`config.mk`:
```
export PLATFORM = sky130hd
export DESIGN_NAME = match_timer
export DESIGN_NICKNAME = d
export VERILOG_FILES = /design/src/rtl/mt_pkg.sv /design/src/rtl/mt_prescale.sv /design/src/rtl/mt_clear_sync.sv /design/src/rtl/mt_counter.sv /design/src/rtl/match_timer.sv
export SDC_FILE = /design/constraint.sdc
export NUM_CORES = 1
export LEC_CHECK = 0
export BUFFER_PORTS_ARGS = -buffer_cell sky130_fd_sc_hd__buf_2
export CORE_MARGIN = 1.5
export CORE_UTILIZATION = 30
export CTS_BUF_LIST = sky130_fd_sc_hd__clkbuf_8
export DETAILED_ROUTE_END_ITERATION = 6
export PLACE_DENSITY_LB_ADDON = 0.15
export SYNTH_ARGS = -nofsm -noshare
export SYNTH_HDL_FRONTEND = slang
export SYNTH_SLANG_ARGS = --single-unit
export TNS_END_PERCENT = 1
```
`constraint.sdc`:
```
create_clock -name clk -period 1.9 [get_ports clk]
set_input_delay 0.285 -clock clk [delete_from_list [all_inputs] [get_ports clk]]
set_output_delay 0.285 -clock clk [all_outputs]
set_load 0.02 [all_outputs]
```
`src/rtl/mt_pkg.sv`:
```
// Shared constants for the match timer: register offsets, status bit
// position and the divider code. Assumes an 8-bit byte-offset bus.
package mt_pkg;
    localparam int MT_ADDR_W = 8;
    typedef logic [MT_ADDR_W-1:0] mt_addr_t;

    localparam mt_addr_t MT_A_MATCH = 8'h00;
    localparam mt_addr_t MT_A_COUNT = 8'h04;
    localparam mt_addr_t MT_A_CTRL  = 8'h08;
    localparam mt_addr_t MT_A_CLEAR = 8'h0C;
    localparam mt_addr_t MT_A_DIV   = 8'h10;
    localparam mt_addr_t MT_A_STAT  = 8'h14;

    localparam int MT_PEND_BIT  = 10;
    localparam int MT_DIV4_CODE = 3;
endpackage

```
`src/rtl/mt_prescale.sv`:
```
// Step generator: passes the slow tick straight through, or one tick in
// every 2**DIV_LOG2 when div_on is set. phase_rst restarts the phase.
// Assumes tick_en is a single-cycle pulse.
module mt_prescale #(
    parameter int DIV_LOG2 = 2
) (
    input  logic clk,
    input  logic rst_n,
    input  logic tick_en,
    input  logic div_on,
    input  logic phase_rst,
    output logic step
);
    logic [DIV_LOG2-1:0] phase_q;

    // Advance the divide phase on each slow tick while dividing.
    always_ff @(posedge clk) begin
        if (!rst_n)
            phase_q <= '0;
        else if (phase_rst)
            phase_q <= '0;
        else if (tick_en && div_on)
            phase_q <= phase_q + 1'b1;
    end

    // A step occurs on every tick, or on the last tick of a phase cycle.
    always_comb begin
        step = tick_en && (!div_on || (phase_q == '1));
    end
endmodule

```
`src/rtl/mt_clear_sync.sv`:
```
// Deferred clear: a request starts a countdown of STAGES slow ticks.
// pending is high for the whole countdown. done pulses on the tick that
// ends it. A new request restarts the countdown.
module mt_clear_sync #(
    parameter int STAGES = 2
) (
    input  logic clk,
    input  logic rst_n,
    input  logic tick_en,
    input  logic clr_req,
    output logic pending,
    output logic done
);
    localparam int CW = $clog2(STAGES + 1);
    logic [CW-1:0] left_q;

    // Load the countdown on request, then count it down on slow ticks.
    always_ff @(posedge clk) begin
        if (!rst_n)
            left_q <= '0;
        else if (clr_req)
            left_q <= CW'(STAGES);
        else if (tick_en && (left_q != '0))
            left_q <= left_q - 1'b1;
    end

    // Decode pending and completion from the countdown state.
    always_comb begin
        pending = (left_q != '0);
        done    = tick_en && !clr_req && (left_q == CW'(1));
    end
endmodule

```
`src/rtl/mt_counter.sv`:
```
// Counter core: adds one on each step while running and not held. It loads
// zero on clr_now, or on a hit when restart is set. hit flags a step taken
// while the count equals the compare value.
module mt_counter #(
    parameter int CNT_W = 32
) (
    input  logic             clk,
    input  logic             rst_n,
    input  logic             step,
    input  logic             run,
    input  logic             restart,
    input  logic             hold,
    input  logic             clr_now,
    input  logic [CNT_W-1:0] cmp_val,
    output logic [CNT_W-1:0] count,
    output logic             hit
);
    logic [CNT_W-1:0] count_q;
    logic             adv;

    // Qualify a step and detect a hit on it.
    always_comb begin
        adv = step && run && !hold;
        hit = adv && (count_q == cmp_val);
    end

    // Update the count: forced clear, restart on hit, or add one.
    always_ff @(posedge clk) begin
        if (!rst_n)
            count_q <= '0;
        else if (clr_now)
            count_q <= '0;
        else if (adv)
            count_q <= (hit && restart) ? '0 : count_q + 1'b1;
    end

    assign count = count_q;
endmodule

```
`src/rtl/match_timer.sv`:
```
// Match timer top: register decode, control and divider storage, the
// sticky interrupt flag and the read mux. Assumes single-cycle writes and
// a combinational read of the addressed register.
module match_timer
    import mt_pkg::*;
#(
    parameter int DATA_W   = 32,
    parameter int CNT_W    = 32,
    parameter int DIV_LOG2 = 2,
    parameter int STAGES   = 2
) (
    input  logic              clk,
    input  logic              rst_n,
    input  logic              tick_en,
    input  logic              reg_wr,
    input  logic [7:0]        reg_addr,
    input  logic [DATA_W-1:0] reg_wdata,
    output logic [DATA_W-1:0] reg_rdata,
    output logic              irq
);
    logic [CNT_W-1:0] cmp_q;
    logic [CNT_W-1:0] count_q;
    logic             ctl_en;
    logic             ctl_restart;
    logic             div4_q;
    logic             irq_q;
    logic             clr_pending;
    logic             clr_done;
    logic             step;
    logic             hit;
    logic             wr_cmp, wr_ctl, wr_clr, wr_div;

    // Decode write strobes per register.
    always_comb begin
        wr_cmp = reg_wr && (reg_addr == MT_A_MATCH);
        wr_ctl = reg_wr && (reg_addr == MT_A_CTRL);
        wr_clr = reg_wr && (reg_addr == MT_A_CLEAR);
        wr_div = reg_wr && (reg_addr == MT_A_DIV);
    end

    // Hold the compare, control and divider registers.
    always_ff @(posedge clk) begin
        if (!rst_n) begin
            cmp_q       <= '0;
            ctl_en      <= 1'b0;
            ctl_restart <= 1'b0;
            div4_q      <= 1'b0;
        end else begin
            if (wr_cmp) cmp_q <= reg_wdata[CNT_W-1:0];
            if (wr_ctl) begin
                ctl_en      <= reg_wdata[0];
                ctl_restart <= reg_wdata[1];
            end
            if (wr_div) div4_q <= (reg_wdata == DATA_W'(MT_DIV4_CODE));
        end
    end

    // Sticky hit flag: a stopping control write wins over a hit.
    always_ff @(posedge clk) begin
        if (!rst_n)
            irq_q <= 1'b0;
        else if (wr_ctl && !reg_wdata[0])
            irq_q <= 1'b0;
        else if (hit)
            irq_q <= 1'b1;
    end

    mt_prescale #(.DIV_LOG2(DIV_LOG2)) u_pre (
        .clk(clk), .rst_n(rst_n), .tick_en(tick_en),
        .div_on(div4_q), .phase_rst(wr_div), .step(step)
    );

    mt_clear_sync #(.STAGES(STAGES)) u_clr (
        .clk(clk), .rst_n(rst_n), .tick_en(tick_en),
        .clr_req(wr_clr), .pending(clr_pending), .done(clr_done)
    );

    mt_counter #(.CNT_W(CNT_W)) u_cnt (
        .clk(clk), .rst_n(rst_n), .step(step), .run(ctl_en),
        .restart(ctl_restart), .hold(clr_pending), .clr_now(clr_done),
        .cmp_val(cmp_q), .count(count_q), .hit(hit)
    );

    // Select read data for the addressed register.
    always_comb begin
        reg_rdata = '0;
        unique case (reg_addr)
            MT_A_MATCH: reg_rdata[CNT_W-1:0] = cmp_q;
            MT_A_COUNT: reg_rdata[CNT_W-1:0] = count_q;
            MT_A_CTRL:  reg_rdata[1:0] = {ctl_restart, ctl_en};
            MT_A_DIV:   reg_rdata = div4_q ? DATA_W'(MT_DIV4_CODE) : '0;
            MT_A_STAT:  reg_rdata[MT_PEND_BIT] = clr_pending;
            default:    reg_rdata = '0;
        endcase
    end

    assign irq = irq_q;
endmodule

```
Word-level counts from Yosys, hierarchy flattened
Index checks and enable logic that the tools add are counted.
Operators by class
  $add $sub $neg: 3
  reductions and logical operators: 26
  eq/ne operators: 9
  bitwise logic cells: 1
  mux-type cells: 8
Operator list (number)
  $pmux W21 S3: 1
  $add A32 B1 Y32 const B: 1
  $eq A32 B2 Y1 const B: 1
  $eq A32 B32 Y1: 1
  $mux W32: 1
  $pmux W8 S3: 1
  $eq A8 B4 Y1 const B: 2
  $eq A8 B5 Y1 const B: 2
  $logic_and A1 B1 Y1: 14
  $eq A8 B3 Y1 const B: 1
  $logic_not A8 Y1: 1
  $pmux W2 S4: 1
  $reduce_or A2 Y1: 4
  $mux W2: 3
  $logic_not A1 Y1: 4
  $pmux W1 S4: 1
  $reduce_bool A2 Y1: 2
  $add A2 B1 Y2 const B: 1
  $eq A2 B1 Y1 const B: 1
  $eq A2 B2 Y1 const B: 1
  $sub A2 B1 Y2 const B: 1
  $logic_or A1 B1 Y1: 1
  $not A1 Y1: 1
Storage, ports and cells
  input bits: 44
  output and inout port bits: 33
  logic and storage cells: 56
  register bits after elaboration: 72

Depth between registers and ports, before layout
Gate-level depths: netlist (run 1).
  depth in word-level cells: 8
  depth in mapped cells: 8
  gate-level depth less buffers: 7

Modules after synthesis
From an unflattened synthesis (run 1), not the netlist that was laid out.
Second synthesis, totals
  cell total of the unflattened synthesis: 479
  area, all modules: 4277.9 um^2
By module, submodules not included
  mt_counter: sequential area each 640.6 um^2, times used 1, cells an instance 223, area each 2035.7 um^2
  match_timer: sequential area each 720.7 um^2, times used 1, cells an instance 231, area each 1986.9 um^2
  mt_clear_sync: sequential area each 40.0 um^2, times used 1, cells an instance 13, area each 138.9 um^2
  mt_prescale: sequential area each 40.0 um^2, times used 1, cells an instance 12, area each 116.4 um^2

Least setup slack after synthesis (run 1)
Ideal clock, no wire load.
  path type: input -> output
  start: input reg_addr[1]
  end: output reg_rdata[11]
  data arrival time: 1.840 ns
  stages: 6
  required time: 1.615 ns
  path slack: -0.225 ns
  buffers on the path: 2
  path through: or4_4 -> or3_4 -> nor2b_2 -> buf_4 -> buf_6 -> a22o_1
Between the ends
  cells in the longest elaborated chain, start to end: 2
  elaborated cells between the ends (all ways): 4
Ends and longest elaborated chain
  start: declaration: RTL line match_timer.sv:16  | input logic [7:0] reg_addr,
  $eq A8 B5 Y1 (tied with other cells): RTL line match_timer.sv:87  | unique case (reg_addr)
  $pmux W21 S3 *: RTL line match_timer.sv:87
  end: declaration: RTL line match_timer.sv:18  | output logic [DATA_W-1:0] reg_rdata,
Every way passes the cells marked *; elsewhere a longest branch is shown, timed or not.

Worst setup path in the final report (run 1)
  start: input reg_addr[1]
  end: output reg_rdata[7]
Between the ends
  cells in the longest elaborated chain, start to end: 2
  elaborated cells between the ends (all ways): 4
Ends and longest elaborated chain (RTL line)
  $eq A8 B5 Y1 (tied with other cells): match_timer.sv:87
  $pmux W8 S3 *: match_timer.sv:87
Marks and branches as above.

==> results of run 1 <==
cell type report:
| class | instances | area share [%] |
|---|---|---|
| Sequential cell | 72 | 23.7 |
| Clock inverter | 5 | 0.777 |
| Timing Repair Buffer | 179 | 24.1 |
| Tap cell | 176 | 3.60 |
| Multi-Input combinational cell | 372 | 44.9 |
| Inverter | 7 | 0.429 |
| Clock buffer | 11 | 2.47 |
stage by stage:
stage / instance area, um2 / hold slack [ns] / utilization, % / cells / TNS (ns)
after floorplan: 4350 / 0.420 / - / 488 / -3.44
after global placement: 5540 / 0.448 / 41.3 / 800 / -26.35
after detailed placement: 5540 / 0.467 / 41.3 / 800 / -26.44
after CTS: 5920 / 0.149 / 44.2 / 820 / -10.98
after global routing: 6120 / 0.154 / 45.7 / 822 / -14.05
final: 6120 / 0.168 / 45.7 / 822 / -10.07
worst max-delay path, delay by kind of cell:
family	cells	cell delay (ns)
AO/OA/AOI/OAI	1	0.15
buffers and inverters	4	0.47
AND/OR/NAND/NOR	3	1.04
timing repair:
| item | in CTS | in global routing |
|---|---|---|
| endpoints found under the setup margin | 65 | 88 |
| setup buffers | 3 | 0 |
| pin swaps | 6 | 7 |
| resized for setup | 47 | 41 |
| cloned | 1 | 2 |
cell usage in the layout, fill, tap and decap left out, types with 2 or more instances in the layout:
| master | count |
|---|---|
| sky130_fd_sc_hd__nor3_1 | 4 |
| sky130_fd_sc_hd__xnor2_1 | 11 |
| sky130_fd_sc_hd__nand4_1 | 20 |
| sky130_fd_sc_hd__and2_1 | 4 |
| sky130_fd_sc_hd__a21boi_0 | 4 |
| sky130_fd_sc_hd__a21boi_1 | 30 |
| sky130_fd_sc_hd__xor2_1 | 46 |
| sky130_fd_sc_hd__buf_6 | 33 |
| sky130_fd_sc_hd__and4b_1 | 2 |
| sky130_fd_sc_hd__or3_4 | 2 |
| sky130_fd_sc_hd__buf_12 | 5 |
| sky130_fd_sc_hd__buf_4 | 94 |
| sky130_fd_sc_hd__dfxtp_1 | 67 |
| sky130_fd_sc_hd__dfxtp_2 | 5 |
| sky130_fd_sc_hd__nand3_1 | 12 |
| sky130_fd_sc_hd__nor2b_1 | 10 |
| sky130_fd_sc_hd__clkinv_2 | 2 |
| sky130_fd_sc_hd__nand2_1 | 87 |
| sky130_fd_sc_hd__and3_1 | 7 |
| sky130_fd_sc_hd__a22o_4 | 20 |
| sky130_fd_sc_hd__ha_1 | 3 |
| sky130_fd_sc_hd__mux2i_1 | 2 |
| sky130_fd_sc_hd__clkbuf_16 | 2 |
| sky130_fd_sc_hd__nor4_2 | 3 |
| sky130_fd_sc_hd__a22o_1 | 9 |
| sky130_fd_sc_hd__nor2_1 | 11 |
| sky130_fd_sc_hd__a211oi_1 | 27 |
| sky130_fd_sc_hd__inv_1 | 9 |
| sky130_fd_sc_hd__nor4_1 | 13 |
| sky130_fd_sc_hd__a221oi_1 | 2 |
| sky130_fd_sc_hd__o21ai_0 | 4 |
| sky130_fd_sc_hd__clkbuf_8 | 11 |
| sky130_fd_sc_hd__and4_1 | 4 |
| sky130_fd_sc_hd__nor4_4 | 2 |
| sky130_fd_sc_hd__a221oi_2 | 3 |
| sky130_fd_sc_hd__a21oi_1 | 5 |
| sky130_fd_sc_hd__nand3_2 | 2 |
| sky130_fd_sc_hd__o21ai_2 | 3 |
| sky130_fd_sc_hd__buf_2 | 44 |
| sky130_fd_sc_hd__or3_1 | 2 |
layer usage:
layer | up-vias | GRT usage (%) | part of all wire, %
li1 | 2076 | - | -
met4 | 0 | 8.01 | 2.3
met5 | - | 0 | 0
met1 | 1952 | 28.1 | 48
met3 | 23 | 3.40 | 5.3
met2 | 134 | 29.8 | 45
worst paths after layout:
path,end,depth (start not counted)
worst max-delay path,reg_rdata[7],8
worst min-delay path,cmp_q[6],3
worst max register to register,u_cnt.count[25],7
worst min register to register,u_pre.phase_q[1],2
kinds of logic after synthesis:
kind of cell | Yosys count | synth area share (%)
compound gates | 113 | 21.2
xor+xnor | 57 | 12.0
fa+ha+maj | 4 | 1.20
buf+inv | 44 | 5.36
flops | 72 | 34.7
mux | 2 | 0.482
simple gates | 196 | 25.0
flip-flops by register name (all words and copies together) (netlist names):
register       cells
u_cnt.count       32
u_clr.left_q       2
cmp_q             32
irq                1
div4_q             1
ctl_restart        1
ctl_en             1
u_pre.phase_q      2
power breakdown:
group          switching, mW  internal (mW)  total [mW]
sequential           0.00368           1.51        1.52
clock                  0.575          0.664        1.24
combinational          0.116          0.111       0.227
==> results.md, run 1 <==
GRT
• 21,700 um — global-route wire length before repair
• 19.9% — overall global routing resource usage
• 40 — maximum number of pins on one net before global-route repair
• 3,909 — via count of the first global-routing pass
• 0 — Overflow after GRT
• 0 — antenna violations before repair

Layout
• 0 — number of antenna cells inserted
• 1,303 — fill cell total of the finished layout
• 689 — number of nets in the finished design
• 2750 um2 — combined area of the multi-input logic cells
• 38.1% — share of post-route cells with drive strength above 1
• 1450 um2 — area of all sequential standard cells
• 47.2% — Area Overhead vs Synth

Yosys
• sky130_fd_sc_hd__dfxtp_1 — primary flip-flop cell chosen by synthesis mapping
• 536 — total nets after synthesis
• 34.7% — post-synthesis sequential area ratio
• 0 — number of synthesized flops with an enable pin
• 0% — share of flip-flops with an asynchronous set or reset
• sky130_fd_sc_hd__dfxtp_1 (35%), sky130_fd_sc_hd__xor2_1 (9.7%), sky130_fd_sc_hd__nand2_1 (7.9%) — cell types with the largest area share after synthesis
• 34.7% — Synth top area share
• sky130_fd_sc_hd__dfxtp_1 — library cell with the largest summed area after synthesis
• 72 — Synth Register Bits
• 4160 um2 — synthesized cell area
• sky130_fd_sc_hd__nand2_1 (87), sky130_fd_sc_hd__dfxtp_1 (72), sky130_fd_sc_hd__xor2_1 (46) — synth cell count leaders
• 488 — number of cells produced by synthesis
• 8.52 um2 — syn_area_per_cell
• sky130_fd_sc_hd__nand2_1 — most instantiated library cell after synthesis
• 0 — Yosys warning total
• 48 — distinct cell type count after synthesis

Placed design
• 0.872 — routability-driven placement congestion ratio
• -0.351 ns — setup slack at placement
• 76 — Port Buf Inserts
• 10,800 um — HPWL reported at the end of detailed placement

Hold path
• in2reg — path class of the lowest-slack min-delay path
• reg_wdata[6] — HP Start

Worst setup path
• -0.08 ns — register-to-register path setup slack
• 6 — highest fanout seen on the critical path
• buf_6 > or4_4 > or3_4 > nor2b_4 > buf_6 > buf_12 > a22o_1 > buf_6 — cells along the critical path
• sky130_fd_sc_hd__or4_4 — slowest cell on the critical path
• output port — Crit. End Element
• sky130_fd_sc_hd__buf_6 — cell seen most often among critical-path stages
• cmp_q[8] — worst r2r src
• 1.94 ns — arrival time worst endpoint
• in2out — startpoint-to-endpoint class of the critical path
• reg_addr[1] — start point of the critical path
• 1.62 ns — Critical Path RT
• primary input — element type at the critical path start
• 0.53 ns — crit-path max cell delay

STA
• 450 MHz — Max Clock Freq
• 0.561 ns — measured slew at the worst slew-check pin
• 0 — final number of max-transition violations
• 0.00775 ns — largest clock skew in the final design
• 0 — final count of hold timing violations
• true — RSZ-0062 raised after global routing
• 117% — ratio of final minimum period to clock period
• 2.22 ns — minimum clock period
• -0.322 ns — worst-case setup margin in the final layout
• 65 — endpoints failing setup
• 62.6% — Worst slew margin

CTS
• 3 — htree depth
• 72 — total clock sinks
• 0.07 ns — Worst-path clk slew
• 0 — number of buffers added to fix hold violations after cts
• 2 — maximum clock path buffer count
• done — clock tree from TritonCTS
• 9 — TritonCTS Buffers
• 0.36 ns — clock latency reported for the late side of the worst-skew pair
• sky130_fd_sc_hd__clkbuf_8 — Clock Tree Root

Pwr
• 2.62 nW — leak pwr
• 333 uV — Worst IR Drop VDD
• 488 nW/um2 — areal power density over the cells
• 2.98 mW — Overall Power

Routing
• 17.3 um — routed wire length per instance
• 4,185 — routed via count
• 0 — number of antenna-violating nets in the routed design
• 5.09 — via count normalized by instance count
• 5 — total iterations of the first detailed-routing run
• 14,300 um — post-detailed-routing wire length
• 0 — remaining design rule violation count
• 227 — drt first-iter violations

Floorplanning
• 121 um — die outline height
• 14,600 um2 — total die area
• 42 — number of standard-cell rows in the floorplan
• 31.0% — initial core utilization
• 13,400 um2 — Core Box Area
• 77 — I/O Pins
• 121 um — die width

Flow run
• 0 — total of max-cap violations

Outcome
• finished with violations — result of the run
• setup timing — violations in the final reports

(Power assumes the default switching activity.)
==> inputs of run 2 (changes only) <==
--- a/config.mk
+++ b/config.mk
@@ -6,9 +6,9 @@
 export NUM_CORES = 1
 export LEC_CHECK = 0
 export BUFFER_PORTS_ARGS = -buffer_cell sky130_fd_sc_hd__buf_2
+export CAP_MARGIN = 20
 export CORE_MARGIN = 1.5
 export CORE_UTILIZATION = 30
-export CTS_BUF_LIST = sky130_fd_sc_hd__clkbuf_8
 export DETAILED_ROUTE_END_ITERATION = 6
 export PLACE_DENSITY_LB_ADDON = 0.15
 export SYNTH_ARGS = -nofsm -noshare
==> run 2 against run 1 <==
The flow still finishes with violations (setup timing); register-to-register slack worse by 0.04 ns; sequential power hardly changed; setup slack worse by 0.0074 ns; cell count stayed put; total power is 16% higher; first-iteration DRC count is 18% lower; hold slack better by 0.027 ns; sequential share of layout area is 0.31 points lower.
==> results.md, run 2 (synthesis results as in run 1) <==
Outcome
• finished with violations — result of the run
• setup timing — violations in the final reports

Worst setup path
• buf_6 > or4_4 > or3_4 > nor2b_4 > buf_6 > buf_12 > a22o_1 > buf_6 — cells along the critical path
• in2out — startpoint-to-endpoint class of the critical path
• 1.94 ns — arrival time worst endpoint, about the same
• primary input — element type at the critical path start
• 1.62 ns — Critical Path RT, about the same
• 6 — highest fanout seen on the critical path, unchanged
• output port — Crit. End Element
• 0.53 ns — crit-path max cell delay, about the same
• sky130_fd_sc_hd__buf_6 — cell seen most often among critical-path stages
• sky130_fd_sc_hd__or4_4 — slowest cell on the critical path

STA
• 2.23 ns — minimum clock period, +0.00738 ns
• 117% — ratio of final minimum period to clock period, +0.39 points
• 0.195 ns — minimum hold slack, +0.0269 ns
• 0 — final count of hold timing violations, unchanged
• 62.7% — Worst slew margin, about the same
• 449 MHz — Max Clock Freq, -0.33%
• -11.30 ns — Post-Route Setup TNS, -1.22 ns
• 0 — final number of max-transition violations, unchanged
• true — RSZ-0062 raised after global routing
• 65 — endpoints failing setup, unchanged
• -0.329 ns — worst-case setup margin in the final layout, -0.00738 ns
• 0.560 ns — measured slew at the worst slew-check pin, -0.000561 ns
• 0.00510 ns — largest clock skew in the final design, -0.00266 ns

Floorplanning
• 31.0% — initial core utilization, unchanged
• 13,400 um2 — Core Box Area, unchanged
• 42 — number of standard-cell rows in the floorplan, unchanged
• 121 um — die width, unchanged
• 14,600 um2 — total die area, unchanged
• 77 — I/O Pins, unchanged
• 121 um — die outline height, unchanged

GRT
• 0 — Overflow after GRT, unchanged
• 0 — antenna violations before repair, unchanged
• 19.9% — overall global routing resource usage, about the same
• 3,924 — via count of the first global-routing pass, +0.38%
• 21,700 um — global-route wire length before repair, unchanged
• 40 — maximum number of pins on one net before global-route repair, unchanged

CTS
• done — clock tree from TritonCTS
• 0.05 ns — Worst-path clk slew, -0.02 ns
• 9 — TritonCTS Buffers, unchanged
• 0 — number of buffers added to fix hold violations after cts, unchanged
• 72 — total clock sinks, unchanged
• 3 — htree depth, unchanged
• 0.34 ns — clock latency reported for the late side of the worst-skew pair, -0.02 ns
• sky130_fd_sc_hd__clkbuf_16 — Clock Tree Root
• 2 — maximum clock path buffer count, unchanged

Layout
• 49.2% — Area Overhead vs Synth
• 1450 um2 — area of all sequential standard cells, about the same
• 1,294 — fill cell total of the finished layout, -0.69%
• sky130_fd_sc_hd__buf_4 (94), sky130_fd_sc_hd__nand2_1 (87), sky130_fd_sc_hd__dfxtp_1 (66) — most frequent cells in the layout
• 689 — number of nets in the finished design, unchanged
• 46.3% — share of the core filled with cells, +0.64 points
• 0 — number of antenna cells inserted, unchanged
• sky130_fd_sc_hd__buf_4 — most frequent standard cell in the layout excluding fill and tap cells
• 6200 um2 — post-route cell area, +1.4%
• 37.8% — share of post-route cells with drive strength above 1, -0.31 points
• 2730 um2 — combined area of the multi-input logic cells, -0.59%

Placed design
• 10,800 um — HPWL reported at the end of detailed placement, unchanged
• -0.351 ns — setup slack at placement, unchanged
• 5540 um2 — Placed Area, unchanged
• 0.872 — routability-driven placement congestion ratio, unchanged
• 76 — Port Buf Inserts, unchanged

Flow run
• 0 — total of max-cap violations, unchanged

Routing
• 5.10 — via count normalized by instance count, +0.17%
• 14,400 um — post-detailed-routing wire length, +0.98%
• 17.5 um — routed wire length per instance, +0.98%
• 0 — number of antenna-violating nets in the routed design, unchanged
• 4 — total iterations of the first detailed-routing run, -1
• 0 — remaining design rule violation count, unchanged
• 4,192 — routed via count, +0.17%
• 187 — drt first-iter violations, -18%

Pwr
• 558 nW/um2 — areal power density over the cells, +14%
• 2.65 nW — leak pwr, +1.4%
• 403 uV — Worst IR Drop VDD, +21%

Hold path
• in2reg — path class of the lowest-slack min-delay path

-- run 2: cell types whose count changed in the layout (fill, tap and decap cells not counted), sizes merged --
cell,change
inv,-2
clkbuf,+2
-- run 2: layout make-up --
class / instances / area share (%)
tap: 176 / 3.55
clock inverter: 3 / 0.645
clock buffer: 13 / 4.19
multi-input combinational: 372 / 44.1
inverter: 7 / 0.423
sequential: 72 / 23.4
timing repair buffer: 179 / 23.8
-- run 2: final timing paths --
| path | endpoint | depth (start not counted) | slack (ns) | start |
|---|---|---|---|---|
| min reg2reg | u_pre.phase_q[1] | 2 | 0.47 | u_pre.phase_q[1] |
| max | reg_rdata[18] | 8 | -0.33 | reg_addr[1] |
| max reg2reg | u_cnt.count[25] | 7 | -0.12 | u_cnt.count[8] |
| min | cmp_q[6] | 3 | 0.20 | reg_wdata[6] |
-- run 2: timing repair --
action / 4_1_cts / 5_1_grt
cloned: 1 / 2
resized for setup: 39 / 48
pin swaps: 3 / 6
endpoints found under the setup margin: 65 / 97
setup buffers: 3 / 0
-- run 2: worst max-delay path: cells and delay by family --
kind	cells	cell delay, ns
AO/OA/AOI/OAI	1	0.15
buffers and inverters	4	0.47
AND/OR/NAND/NOR	3	1.04
-- run 2: stage by stage --
stage / power (mW) / cells
finish: 3.46 / 822
global route: 3.58 / 822
CTS: 3.50 / 820
global placement: 1.77 / 800
floorplan: 1.64 / 488
detailed placement: 1.77 / 800
-- run 2: where the power goes --
part	internal (mW)	switching, mW
clock network	1.08	0.632
logic	0.111	0.115
registers	1.52	0.00369
-- run 2: routing by layer --
metal  wire length (um)  up-vias  GRT usage, %  share of wire [%]
met1               6850     1962          28.0                 48
met5                  0        -             0                  0
met3                730       22          4.15                5.1
li1                   -     2079             -                  -
met4                302        0          7.06                2.1
met2               6510      129          29.8                 45
==> inputs of run 3 (changes only) <==
--- a/config.mk
+++ b/config.mk
@@ -11,6 +11,7 @@
 export CORE_UTILIZATION = 30
 export DETAILED_ROUTE_END_ITERATION = 6
 export PLACE_DENSITY_LB_ADDON = 0.15
+export RECOVER_POWER = 25
 export SYNTH_ARGS = -nofsm -noshare
 export SYNTH_HDL_FRONTEND = slang
 export SYNTH_SLANG_ARGS = --single-unit
==> run 3 against run 2 <==
The run still ends with setup timing left; clock skew is essentially flat; critical path depth is the same; sequential share of layout area is essentially flat; register-to-register slack gained 0.02 ns; setup slack lost 0.0064 ns; die area is the same; core utilization is essentially flat; global-route usage is the same; sequential power is essentially flat; cell area is essentially flat; largest cell class unchanged; largest power group unchanged.
==> results.md, run 3 (synthesis results as in run 1) <==
Layout
• 2730 um2 — combined area of the multi-input logic cells, unchanged
• sky130_fd_sc_hd__buf_4 (93), sky130_fd_sc_hd__nand2_1 (87), sky130_fd_sc_hd__dfxtp_1 (66) — most frequent cells in the layout
• 1,295 — fill cell total of the finished layout, +0.077%
• 37.6% — share of post-route cells with drive strength above 1, -0.15 points
• 1450 um2 — area of all sequential standard cells, unchanged
• 689 — number of nets in the finished design, unchanged
• 6200 um2 — post-route cell area, about the same
• 49.2% — Area Overhead vs Synth, about the same
• sky130_fd_sc_hd__buf_4 — most frequent standard cell in the layout excluding fill and tap cells
• 0 — number of antenna cells inserted, unchanged

Worst setup path
• primary input — element type at the critical path start
• 1.62 ns — Critical Path RT, about the same
• output port — Crit. End Element
• u_cnt.count[8] — worst r2r src
• in2out — startpoint-to-endpoint class of the critical path
• 6 — highest fanout seen on the critical path, unchanged
• reg_addr[1] — start point of the critical path
• 1.95 ns — arrival time worst endpoint, about the same

CTS
• done — clock tree from TritonCTS
• sky130_fd_sc_hd__clkbuf_16 — Clock Tree Root
• 9 — TritonCTS Buffers, unchanged
• 72 — total clock sinks, unchanged
• 2 — maximum clock path buffer count, unchanged
• 0.05 ns — Worst-path clk slew, about the same
• 0.34 ns — clock latency reported for the late side of the worst-skew pair, about the same
• 3 — htree depth, unchanged

Pwr
• 3.46 mW — Overall Power, about the same
• 0.749 mW — net switching power figure, -0.18%
• 558 nW/um2 — areal power density over the cells, about the same
• 43.9% — part of the total power dissipated in sequential elements, about the same
• 2.65 nW — leak pwr, -0.19%
• 49.5% — proportion of power drawn by the clock network, about the same
• 21.7% — switching portion of total power, -0.030 points
• 6.5% — combinational group share of total power, about the same
• 403 uV — Worst IR Drop VDD, about the same
• 2.71 mW — design internal power, about the same

Hold path
• in2reg — path class of the lowest-slack min-delay path
• reg_wdata[6] — HP Start

STA
• 65 — endpoints failing setup, unchanged
• 2.24 ns — minimum clock period, +0.00637 ns
• 0.563 ns — measured slew at the worst slew-check pin, +0.00323 ns
• 447 MHz — Max Clock Freq, -0.29%
• true — RSZ-0062 raised after global routing
• -0.336 ns — worst-case setup margin in the final layout, -0.00637 ns
• 0.00508 ns — largest clock skew in the final design, -0.0000155 ns
• -11.02 ns — Post-Route Setup TNS, +0.274 ns
• 118% — ratio of final minimum period to clock period, +0.34 points
• 0.195 ns — minimum hold slack, -0.000369 ns
• 0 — final number of max-transition violations, unchanged
• 0 — final count of hold timing violations, unchanged
• 62.4% — Worst slew margin, -0.22 points

Outcome
• setup timing — violations in the final reports
• finished with violations — result of the run

Routing
• 732 um — detailed-routed wire length on met3, +0.27%
• 4,189 — routed via count, -0.072%
• met4 — Top Layer Used
• 0 — remaining design rule violation count, unchanged
• 14,400 um — post-detailed-routing wire length, +0.13%
• 187 — drt first-iter violations, unchanged
• 5.10 — via count normalized by instance count, about the same
• 0 — number of antenna-violating nets in the routed design, unchanged
• 6820 um — sum of routed wire segments on met1, -0.50%
• 6580 um — met2 WL, +1.1%
• 17.5 um — routed wire length per instance, +0.13%
• 5 — total iterations of the first detailed-routing run, +1

Placed design
• 5540 um2 — Placed Area, unchanged
• 0.872 — routability-driven placement congestion ratio, unchanged
• -0.351 ns — setup slack at placement, unchanged
• 76 — Port Buf Inserts, unchanged
• 10,800 um — HPWL reported at the end of detailed placement, unchanged

GRT
• 19.9% — overall global routing resource usage, unchanged
• 0 — antenna violations before repair, unchanged
• 3,924 — via count of the first global-routing pass, unchanged
• 0 — Overflow after GRT, unchanged
• 21,700 um — global-route wire length before repair, unchanged
• 40 — maximum number of pins on one net before global-route repair, unchanged

Floorplanning
• 31.0% — initial core utilization, unchanged
• 77 — I/O Pins, unchanged
• 121 um — die outline height, unchanged
• 13,400 um2 — Core Box Area, unchanged
• 42 — number of standard-cell rows in the floorplan, unchanged
• 14,600 um2 — total die area, unchanged
• 121 um — die width, unchanged

Flow run
• 0 — total of max-cap violations, unchanged

-- run 3: what timing repair did --
item,in CTS,in global routing
setup endpoints to repair,65,97
resized for setup,39,48
hold buffers,0,0
pin swaps,3,6
setup buffers,3,0
endpoints found under the hold margin,0,0
gates cloned,1,2
-- run 3: metrics by stage --
step | instances | utilization (%)
detailed placement | 800 | 41.3
global route | 822 | 46.3
finish | 822 | 46.3
global placement | 800 | 41.3
floorplan | 488 | -
CTS | 820 | 44.7
-- run 3: worst paths after layout --
path | end | slack (ns) | cells after the start
worst max-delay path | reg_rdata[7] | -0.34 | 8
worst min-delay path | cmp_q[6] | 0.19 | 3
worst max register to register | u_cnt.count[25] | -0.10 | 7
worst min register to register | u_pre.phase_q[1] | 0.47 | 2
-- run 3: area by class of cell --
cell class | instances | area share (%)
flip-flops and latches | 72 | 23.4
clock inverters | 3 | 0.645
multi-input cells | 372 | 44.1
repair buffers | 179 | 23.8
clock buffers | 13 | 4.20
well taps | 176 | 3.55
inverters | 7 | 0.424
-- run 3: power groups by stage --
stage | combinational [mW] | clock (mW) | sequential (mW)
finish | 0.226 | 1.71 | 1.52
global route | 0.245 | 1.82 | 1.52
CTS | 0.221 | 1.76 | 1.52
detailed placement | 0.218 | 0 | 1.55
global placement | 0.214 | 0 | 1.55
floorplan | 0.0890 | 0 | 1.55
-- run 3: critical path: stages --
cell	delay, ns
sky130_fd_sc_hd__buf_6	0.09
sky130_fd_sc_hd__or4_4	0.53
sky130_fd_sc_hd__or3_4	0.36
sky130_fd_sc_hd__nor2b_4	0.15
sky130_fd_sc_hd__buf_6	0.14
sky130_fd_sc_hd__buf_12	0.12
sky130_fd_sc_hd__a22o_1	0.15
sky130_fd_sc_hd__buf_6	0.12
-- run 3: metal layers --
metal	global-route usage, %	up-vias
met5	0	-
met4	7.06	0
met3	4.15	21
met2	29.8	124
met1	28.0	1964
li1	-	2080
